<file path="config.mk">
export PLATFORM = sky130hd
export DESIGN_NAME = sdram_bank_timer
export DESIGN_NICKNAME = d
export VERILOG_FILES = /design/src/rtl/sdram_bank_pkg.sv /design/src/rtl/sdram_sat_ctr.sv /design/src/rtl/sdram_rd_window.sv /design/src/rtl/sdram_bank_timer.sv
export SDC_FILE = /design/constraint.sdc
export NUM_CORES = 1
export LEC_CHECK = 0
export CORE_ASPECT_RATIO = 1.75
export CORE_MARGIN = 10
export CORE_UTILIZATION = 45
export DETAILED_ROUTE_END_ITERATION = 10
export PLACE_DENSITY_LB_ADDON = 0.3
export REMOVE_ABC_BUFFERS = 1
export SYNTH_ARGS = -nofsm -noshare
export SYNTH_HDL_FRONTEND = slang
export SYNTH_HIERARCHICAL = 1
export SYNTH_SLANG_ARGS = --single-unit
</file>
<file path="constraint.sdc">
create_clock -name clk_i -period 2.11 [get_ports clk_i]
set_input_delay 0.3165 -clock clk_i [delete_from_list [all_inputs] [get_ports clk_i]]
set_output_delay 0.3165 -clock clk_i [all_outputs]
set_load 0.05 [all_outputs]
</file>
<file path="src/rtl/sdram_bank_pkg.sv">
package sdram_bank_pkg;

  typedef enum logic [1:0] {
    CMD_NOP = 2'd0,
    CMD_ACT = 2'd1,
    CMD_RD  = 2'd2,
    CMD_PRE = 2'd3
  } bank_cmd_e;

  typedef enum logic [1:0] {
    BANK_IDLE    = 2'd0,
    BANK_OPEN    = 2'd1,
    BANK_CLOSING = 2'd2
  } bank_state_e;

  function automatic int ceil_div(input int num, input int den);
    return (num + den - 1) / den;
  endfunction

endpackage

</file>
<file path="src/rtl/sdram_sat_ctr.sv">
// Cycles-since counter: restart loads 1, then counts up and holds at LIMIT.
module sdram_sat_ctr #(
  parameter int W     = 4,
  parameter int LIMIT = 8
) (
  input  logic         clk_i,
  input  logic         rst_ni,
  input  logic         restart_i,
  output logic [W-1:0] cnt_o
);

  always_ff @(posedge clk_i or negedge rst_ni) begin
    if (!rst_ni)                cnt_o <= '0;
    else if (restart_i)         cnt_o <= W'(1);
    else if (cnt_o < W'(LIMIT)) cnt_o <= cnt_o + W'(1);
  end

endmodule

</file>
<file path="src/rtl/sdram_rd_window.sv">
// Burst issue counter plus a CL-deep delay line that forms the data and drive windows.
module sdram_rd_window #(
  parameter int CL        = 3,
  parameter int BURST_CYC = 4
) (
  input  logic clk_i,
  input  logic rst_ni,
  input  logic rd_start_i,
  input  logic pre_i,
  output logic cut_o,
  output logic data_valid_o,
  output logic out_en_o
);

  localparam int BW = $clog2(BURST_CYC + 1);

  logic [BW-1:0] left_q;
  logic          issue;
  logic [CL-1:0] dly_q;

  assign issue = (left_q != '0);
  // more than one issue cycle would remain after this edge
  assign cut_o = pre_i && (left_q > BW'(2));

  always_ff @(posedge clk_i or negedge rst_ni) begin
    if (!rst_ni)           left_q <= '0;
    else if (rd_start_i)   left_q <= BW'(BURST_CYC);
    else if (cut_o)        left_q <= BW'(1);
    else if (issue)        left_q <= left_q - BW'(1);
  end

  generate
    if (CL == 1) begin : g_dly_one
      always_ff @(posedge clk_i or negedge rst_ni) begin
        if (!rst_ni) dly_q <= '0;
        else         dly_q <= issue;
      end
      assign out_en_o = dly_q[0] | issue;
    end else begin : g_dly_chain
      always_ff @(posedge clk_i or negedge rst_ni) begin
        if (!rst_ni) dly_q <= '0;
        else         dly_q <= {dly_q[CL-2:0], issue};
      end
      assign out_en_o = dly_q[CL-1] | dly_q[CL-2];
    end
  endgenerate

  assign data_valid_o = dly_q[CL-1];

endmodule

</file>
<file path="src/rtl/sdram_bank_timer.sv">
module sdram_bank_timer #(
  parameter int CAS_LAT   = 3,
  parameter int BURST_LEN = 8,
  parameter int TCK_PS    = 5000,
  parameter int TRP_PS    = 18000,
  parameter int TRAS_PS   = 42000
) (
  input  logic       clk_i,
  input  logic       rst_ni,
  input  logic [1:0] cmd_i,
  input  logic       auto_pre_i,
  output logic       ready_pre_o,
  output logic       ready_act_o,
  output logic       data_valid_o,
  output logic       out_en_o,
  output logic       burst_cut_o,
  output logic       viol_o
);
  import sdram_bank_pkg::*;

  localparam int BURST_CYC = BURST_LEN / 2;
  localparam int TRP_CYC   = ceil_div(TRP_PS, TCK_PS);
  localparam int TRAS_CYC  = ceil_div(TRAS_PS, TCK_PS);
  localparam int CMAX      = (TRAS_CYC > TRP_CYC) ? TRAS_CYC : TRP_CYC;
  localparam int CW        = $clog2(CMAX + 1);
  localparam int AW        = $clog2(BURST_CYC + 1);

  bank_cmd_e   cmd;
  bank_state_e state_q;
  logic        ap_pend_q;
  logic [AW-1:0] ap_cnt_q;
  logic [CW-1:0] ras_cnt, rp_cnt;
  logic        ras_met, rdy_pre, rdy_act;
  logic        act_ok, rd_ok, pre_ok, ap_fire, pre_fire, bad_cmd, cut;

  assign cmd = bank_cmd_e'(cmd_i);

  sdram_sat_ctr #(.W(CW), .LIMIT(TRAS_CYC)) u_ras_ctr (
    .clk_i(clk_i), .rst_ni(rst_ni), .restart_i(act_ok), .cnt_o(ras_cnt)
  );

  sdram_sat_ctr #(.W(CW), .LIMIT(TRP_CYC)) u_rp_ctr (
    .clk_i(clk_i), .rst_ni(rst_ni), .restart_i(pre_fire), .cnt_o(rp_cnt)
  );

  assign ras_met  = ras_cnt >= CW'(TRAS_CYC);
  assign rdy_pre  = (state_q == BANK_OPEN) && ras_met && !ap_pend_q;
  assign rdy_act  = (state_q == BANK_IDLE) ||
                    ((state_q == BANK_CLOSING) && (rp_cnt >= CW'(TRP_CYC)));

  assign act_ok   = (cmd == CMD_ACT) && rdy_act;
  assign rd_ok    = (cmd == CMD_RD) && (state_q == BANK_OPEN) && !ap_pend_q;
  assign pre_ok   = (cmd == CMD_PRE) && rdy_pre;
  // internal precharge waits for both the burst point and tRAS
  assign ap_fire  = ap_pend_q && (ap_cnt_q == '0) && ras_met;
  assign pre_fire = pre_ok || ap_fire;
  assign bad_cmd  = (cmd != CMD_NOP) && !(act_ok || rd_ok || pre_ok);

  always_ff @(posedge clk_i or negedge rst_ni) begin
    if (!rst_ni)       state_q <= BANK_IDLE;
    else if (act_ok)   state_q <= BANK_OPEN;
    else if (pre_fire) state_q <= BANK_CLOSING;
  end

  always_ff @(posedge clk_i or negedge rst_ni) begin
    if (!rst_ni) begin
      ap_pend_q <= 1'b0;
      ap_cnt_q  <= '0;
    end else if (rd_ok && auto_pre_i) begin
      ap_pend_q <= 1'b1;
      ap_cnt_q  <= AW'(BURST_CYC - 2);
    end else if (ap_fire) begin
      ap_pend_q <= 1'b0;
    end else if (ap_cnt_q != '0) begin
      ap_cnt_q  <= ap_cnt_q - AW'(1);
    end
  end

  sdram_rd_window #(.CL(CAS_LAT), .BURST_CYC(BURST_CYC)) u_rd_win (
    .clk_i       (clk_i),
    .rst_ni      (rst_ni),
    .rd_start_i  (rd_ok),
    .pre_i       (pre_fire),
    .cut_o       (cut),
    .data_valid_o(data_valid_o),
    .out_en_o    (out_en_o)
  );

  always_ff @(posedge clk_i or negedge rst_ni) begin
    if (!rst_ni) begin
      viol_o      <= 1'b0;
      burst_cut_o <= 1'b0;
    end else begin
      viol_o      <= bad_cmd;
      burst_cut_o <= cut;
    end
  end

  assign ready_pre_o = rdy_pre;
  assign ready_act_o = rdy_act;

endmodule

</file>
==> Word-level counts from Yosys, hierarchy flattened <==
Index checks and enable logic that the tools add are counted.
{ "classes": {"reduce_logical": 30, "n_eq_ne": 6, "magnitude_cmp": 5, "add_sub_neg": 4, "n_mux": 14, "n_bitwise": 1} }
{ "op_table": {"columns": ["cell", "n"], "rows": [
  ["3-bit two-way mux", 6],
  ["4-bit two-way mux", 4],
  ["1-bit logical AND", 12],
  ["2-bit nonzero test", 6],
  ["3-bit nonzero test", 3],
  ["4-bit by 1-bit adder with 4-bit output, second input constant", 2],
  ["2-bit == test, second input constant", 3],
  ["3-bit by 1-bit subtractor with 3-bit output, second input constant", 2],
  ["2-bit by 1-bit == test with 1-bit output, second input constant", 2],
  ["4-bit by 3-bit greater-or-equal comparator with 1-bit output, second input constant", 1],
  ["4-bit greater-or-equal comparator, second input constant", 1],
  ["1-bit logical OR", 4],
  ["4-bit by 3-bit < comparator with 1-bit output, second input constant", 1],
  ["4-bit < comparator, second input constant", 1],
  ["2-bit two-way mux", 2],
  ["3-bit by 2-bit > comparator with 1-bit output, second input constant", 1],
  ["3-bit logical NOT", 1],
  ["1-bit logical NOT", 2],
  ["2-bit logical NOT", 1],
  ["1-bit two-way mux", 2],
  ["2-bit by 1-bit inequality test with 1-bit output, second input constant", 1],
  ["2-bit AND reduction", 1],
  ["1-bit bitwise OR", 1]
]} }
{ "word_totals": {"input_bits": 5, "ff_bits": 22} }

==> Logic depth before layout (Yosys ltp) <==
Gate-level depths: netlist (run 1).
{ "logic_depth": {"word_depth": 8, "ltp_mapped": 8, "depth_no_buf": 8} }

==> Modules after synthesis <==
The synthesis (run 1) kept the hierarchy.
{ "modules_own_cells": {"columns": ["module", "cells_per_inst", "instances", "area_each_um2"], "rows": [
  ["sdram_bank_timer", 45, 1, 447.9],
  ["sdram_rd_window", 23, 1, 287.8],
  ["sdram_sat_ctr at u_ras_ctr", 22, 1, 219.0],
  ["sdram_sat_ctr at u_rp_ctr", 15, 1, 171.4]
]} }

==> Worst setup path after synthesis (run 1) <==
OpenSTA, ideal clock, no wires.
{ "synth_path": {"kind": "register to output", "start": "register state_q[1]", "end": "output port ready_pre_o", "arrival_time_ns": 1.549, "t_required_ns": 1.794, "slack_ns": 0.244, "stages_incl_launch_ff": 4, "path_cell_list": "dfrtp_1 -> or3b_1 -> buf_6 -> nor2_1"} }
{ "synth_between": {"elab_chain_cells": 3} }
{ "synth_rtl": {"columns": ["item", "line_no", "rtl"], "rows": [
  ["from (decl)", "sdram_bank_timer.sv:29", "bank_state_e state_q;"],
  ["from (signal assigned)", "sdram_bank_timer.sv:60", "if (!rst_ni) state_q <= BANK_IDLE;"],
  ["from (signal assigned)", "sdram_bank_timer.sv:61", "else if (act_ok) state_q <= BANK_OPEN;"],
  ["from (signal assigned)", "sdram_bank_timer.sv:62", "else if (pre_fire) state_q <= BANK_CLOSING;"],
  ["2-bit by 1-bit == test with 1-bit output", "sdram_bank_timer.sv:47", "assign rdy_pre = (state_q == BANK_OPEN) && ras_met && !ap_pend_q;"],
  ["1-bit logical AND (2 in series)", "sdram_bank_timer.sv:47", null],
  ["to (decl)", "sdram_bank_timer.sv:12", "output logic ready_pre_o,"]
]} }
No other way between the ends.

==> Final worst setup path (run 1) <==
{ "layout_path": {"start": "register u_rd_win.dly_q[1]", "end": "output port out_en_o"} }
{ "layout_between": {"elab_chain_cells": 1} }
{ "layout_rtl": {"columns": ["item", "line_no", "rtl"], "rows": [
  ["from (decl)", "sdram_rd_window.sv:19", "logic [CL-1:0] dly_q;"],
  ["from (signal assigned)", "sdram_rd_window.sv:42", "else dly_q <= {dly_q[CL-2:0], issue};"],
  ["1-bit bitwise OR", "sdram_rd_window.sv:44", "assign out_en_o = dly_q[CL-1] | dly_q[CL-2];"],
  ["to (decl)", "sdram_bank_timer.sv:15", "output logic out_en_o,"]
]} }
No other way between the ends.

==> impl_metrics.env, run 1 <==
export IMPL_htreeDepth=1
export IMPL_post_cts_resized=0
export IMPL_antennaDiodeCount=0
export IMPL_cts_hold_fix_buffers=0
export IMPL_nets=135
export IMPL_die_w_um=57.8
export IMPL_cts_tree="yes"
export IMPL_wl_met1_um=795
export IMPL_irDropWorstVdd_mv=0.753
export IMPL_fin_crit_sh=0.914
export IMPL_max_stage_delay_ns=0.70
export IMPL_seq_area_frac_synth=0.489
export IMPL_drt_iter0_markers=13
export IMPL_cp_data_arrival_time_ns=1.61
export IMPL_cts_setup_buffers=0
export IMPL_critical_path_top_delay_family="buffers and inverters"
export IMPL_clock_sinks=22
export IMPL_cpMaxStageDelayCell="clkdlybuf4s50_1"
export IMPL_final_cell_mix="22 x dfrtp_1, 14 x inv_1, 9 x nor2_1"
export IMPL_worst_pin_slew_ns=0.502
export IMPL_die_area_um2=4980
export IMPL_min_to="u_rd_win/dly_q[1]$_DFF_PN0_"
export IMPL_fin_skew_ns=0.00214
export IMPL_ys_seq_elements=22
export IMPL_synthToLayoutAreaGrowth_pct=18.3
export IMPL_fin_tns_setup_ns=0
export IMPL_clockBufferDepth=2
export IMPL_leakagePower_nw=0.622
export IMPL_start_util=0.463
export IMPL_power_frac_comb=0.495
export IMPL_detail_route_antenna_nets=0
export IMPL_num_rows=24
export IMPL_cts_buffers=3
export IMPL_fmax_mhz=519
export IMPL_hold_viol=0
export IMPL_relSlewSlack=0.665
export IMPL_cts_root_buf="clkbuf_8"
export IMPL_clk_pin_slew_ns=0.07
export IMPL_grt_pass1_wl_um=3330
export IMPL_power_switching_w=0.000870
export IMPL_mostFrequentLayoutCell="dfrtp_1"
export IMPL_grt_pass1_vias=772
export IMPL_syn_inst=105
export IMPL_worstHoldStart="u_rd_win/dly_q[0]$_DFF_PN0_"
export IMPL_ioPinCount=11
export IMPL_grt_max_degree=23
export IMPL_setup_violations_final=0
export IMPL_vias=752
export IMPL_status="complete, no violations"
export IMPL_cp_max_fo=2
export IMPL_clkPwrFrac=0.135
export IMPL_maxCapViolations=0
export IMPL_post_dp_hpwl_um=1490
export IMPL_endpoint_kind="primary output"
export IMPL_whs_path_depth=0
export IMPL_p_seq_frac=0.370
export IMPL_synth_cell_types=35
export IMPL_drt_wl_total_um=1880
export IMPL_r2r_cells=7
export IMPL_crit_chain="or2_2, clkdlybuf4s50_1"
export IMPL_route_met2_wl_um=965
export IMPL_yosys_warnings=6
export IMPL_numPortBuffers=10
export IMPL_fin_ws_ns=0.182
export IMPL_grt_overflow=0
export IMPL_clock_latency_ns=0.25
export IMPL_die_h_um=86.2
export IMPL_preCtsSetupSlack_ns=0.318
export IMPL_p_sw_frac=0.406
export IMPL_wl_per_cell_um=12.8
export IMPL_finalWeightedCongestion=0.804
export IMPL_grt_usage=0.0807
export IMPL_power_density_nw_per_um2=1610
export IMPL_critPathBufInv=1
export IMPL_core_um2=2430
export IMPL_startpoint_type="register"
export IMPL_antenna_found_initial=0
export IMPL_dr_pass1_iters=4
export IMPL_route_detailed_drc=0
export IMPL_fin_crit_ns=1.93
export IMPL_rsz0062_at_grt="no"
export IMPL_required_ns=1.79
export IMPL_route_met3_wl_um=102
export IMPL_synth_avg_cell_area_um2=10.7
export IMPL_p_int_w=0.00127
export IMPL_netlist_area_um2=1130
export IMPL_path_class="reg -> out"
export IMPL_reg2reg_to="u_rp_ctr/cnt_o[0]$_DFFE_PN0P_"
export IMPL_slew_viol_final=0
export IMPL_r2r_slack_ns=0.42
export IMPL_r2r_start="ap_cnt_q[0]$_DFFE_PN0P_"
export IMPL_drive_above_1_share=0.165
export IMPL_top_layer="met4"
export IMPL_hold_path_class="reg -> reg"
export IMPL_vias_per_cell=5.12
registers in the layout, summed over array words and instances (netlist names):
signal,flops
state_q,2
u_rd_win/dly_q,3
burst_cut_o,1
u_rd_win/left_q,3
ap_pend_q,1
u_ras_ctr/cnt_o,4
viol_o,1
u_rp_ctr/cnt_o,4
ap_cnt_q,3
how the worst max path moves through the flow:
stage	cells after the start	from	endpoint	slack [ns]
after CTS	2	u_rd_win/dly_q[1]$_DFF_PN0_	out_en_o	0.17
final	2	u_rd_win/dly_q[1]$_DFF_PN0_	out_en_o	0.18
after global placement	6	cmd_i[1]	u_ras_ctr/cnt_o[1]$_DFFE_PN0P_	0.34
after detailed placement	6	cmd_i[1]	u_ras_ctr/cnt_o[1]$_DFFE_PN0P_	0.32
after floorplan	2	state_q[1]$_DFFE_PN0P_	ready_pre_o	0.25
after global routing	2	u_rd_win/dly_q[1]$_DFF_PN0_	out_en_o	0.12
cell usage after synthesis:
master | number | area share
dfrtp_1 | 22 | 0.49
inv_1 | 14 | 0.047
nor2_1 | 9 | 0.030
ha_1 | 8 | 0.089
a21oi_1 | 6 | 0.027
nand2b_1 | 5 | 0.028
o21ai_0 | 4 | 0.018
mux2i_1 | 3 | 0.027
nor2b_1 | 3 | 0.017
or3b_1 | 3 | 0.023
nand2_1 | 2 | 0.0067
nand3_1 | 2 | 0.0089
o21ai_2 | 2 | 0.016
a2111oi_2 | 1 | 0.013
a211oi_2 | 1 | 0.011
a311oi_1 | 1 | 0.0078
buf_6 | 1 | 0.010
inv_2 | 1 | 0.0033
nand2b_4 | 1 | 0.012
nand3b_1 | 1 | 0.0067
nand4b_1 | 1 | 0.0078
nor2_2 | 1 | 0.0056
nor3_1 | 1 | 0.0044
nor3b_1 | 1 | 0.0067
nor3b_2 | 1 | 0.011
o211ai_1 | 1 | 0.0067
o21a_1 | 1 | 0.0067
o21ai_1 | 1 | 0.0044
o21bai_1 | 1 | 0.0067
o221ai_2 | 1 | 0.013
o31ai_2 | 1 | 0.011
or2_2 | 1 | 0.0056
or3_1 | 1 | 0.0056
xnor2_1 | 1 | 0.0078
xor2_1 | 1 | 0.0078
per-layer routing:
layer,track usage,vias to the layer above
met5,0,-
met4,0.0322,0
met3,0.0264,2
met2,0.142,8
met1,0.0846,355
li1,-,387
power groups by stage:
| stage | clock [W] | sequential [W] | combinational [W] |
|---|---|---|---|
| 2_1_floorplan | 0 | 0.000845 | 0.000730 |
| 3_3_place_gp | 0 | 0.000791 | 0.00104 |
| 3_5_place_dp | 0 | 0.000804 | 0.00107 |
| 4_1_cts | 0.000298 | 0.000796 | 0.00108 |
| 5_1_grt | 0.000313 | 0.000828 | 0.00119 |
| 6_report | 0.000288 | 0.000793 | 0.00106 |
stage by stage:
stage,util,cell area [µm²],hold WS (ns),instances,total power (W)
2_1_floorplan,-,1110,0.0209,104,0.00157
3_3_place_gp,0.525,1280,0.336,143,0.00184
3_5_place_dp,0.525,1280,0.351,143,0.00188
4_1_cts,0.548,1330,0.368,147,0.00217
5_1_grt,0.548,1330,0.372,147,0.00233
6_report,0.548,1330,0.365,147,0.00214
final cells by class:
cell class	count	area [µm²]
repair buffers	13	130
well taps	26	32.5
multi-input cells	67	508
clock buffers	4	55.1
fillers	221	1100
inverters	15	56.3
flip-flops and latches	22	551
logic make-up after synthesis:
kind of cell             Yosys count  synth area share
XOR/XNOR                           2            0.0156
AO/OA/AOI/OAI                     21             0.141
buffers and inverters             16            0.0600
multiplexers                       3            0.0267
adder cells (fa/ha/maj)            8            0.0889
flip-flops                        22             0.489
AND/OR/NAND/NOR                   33             0.179
Note: power is estimated with default switching activity, not from simulation.
==> inputs of run 2 (changes only) <==
--- a/config.mk
+++ b/config.mk
@@ -15,3 +15,4 @@
 export SYNTH_HDL_FRONTEND = slang
 export SYNTH_HIERARCHICAL = 1
 export SYNTH_SLANG_ARGS = --single-unit
+export TNS_END_PERCENT = 20
==> results of run 2 <==
The final DEF is identical to that of run 1; final timing and power are the same.
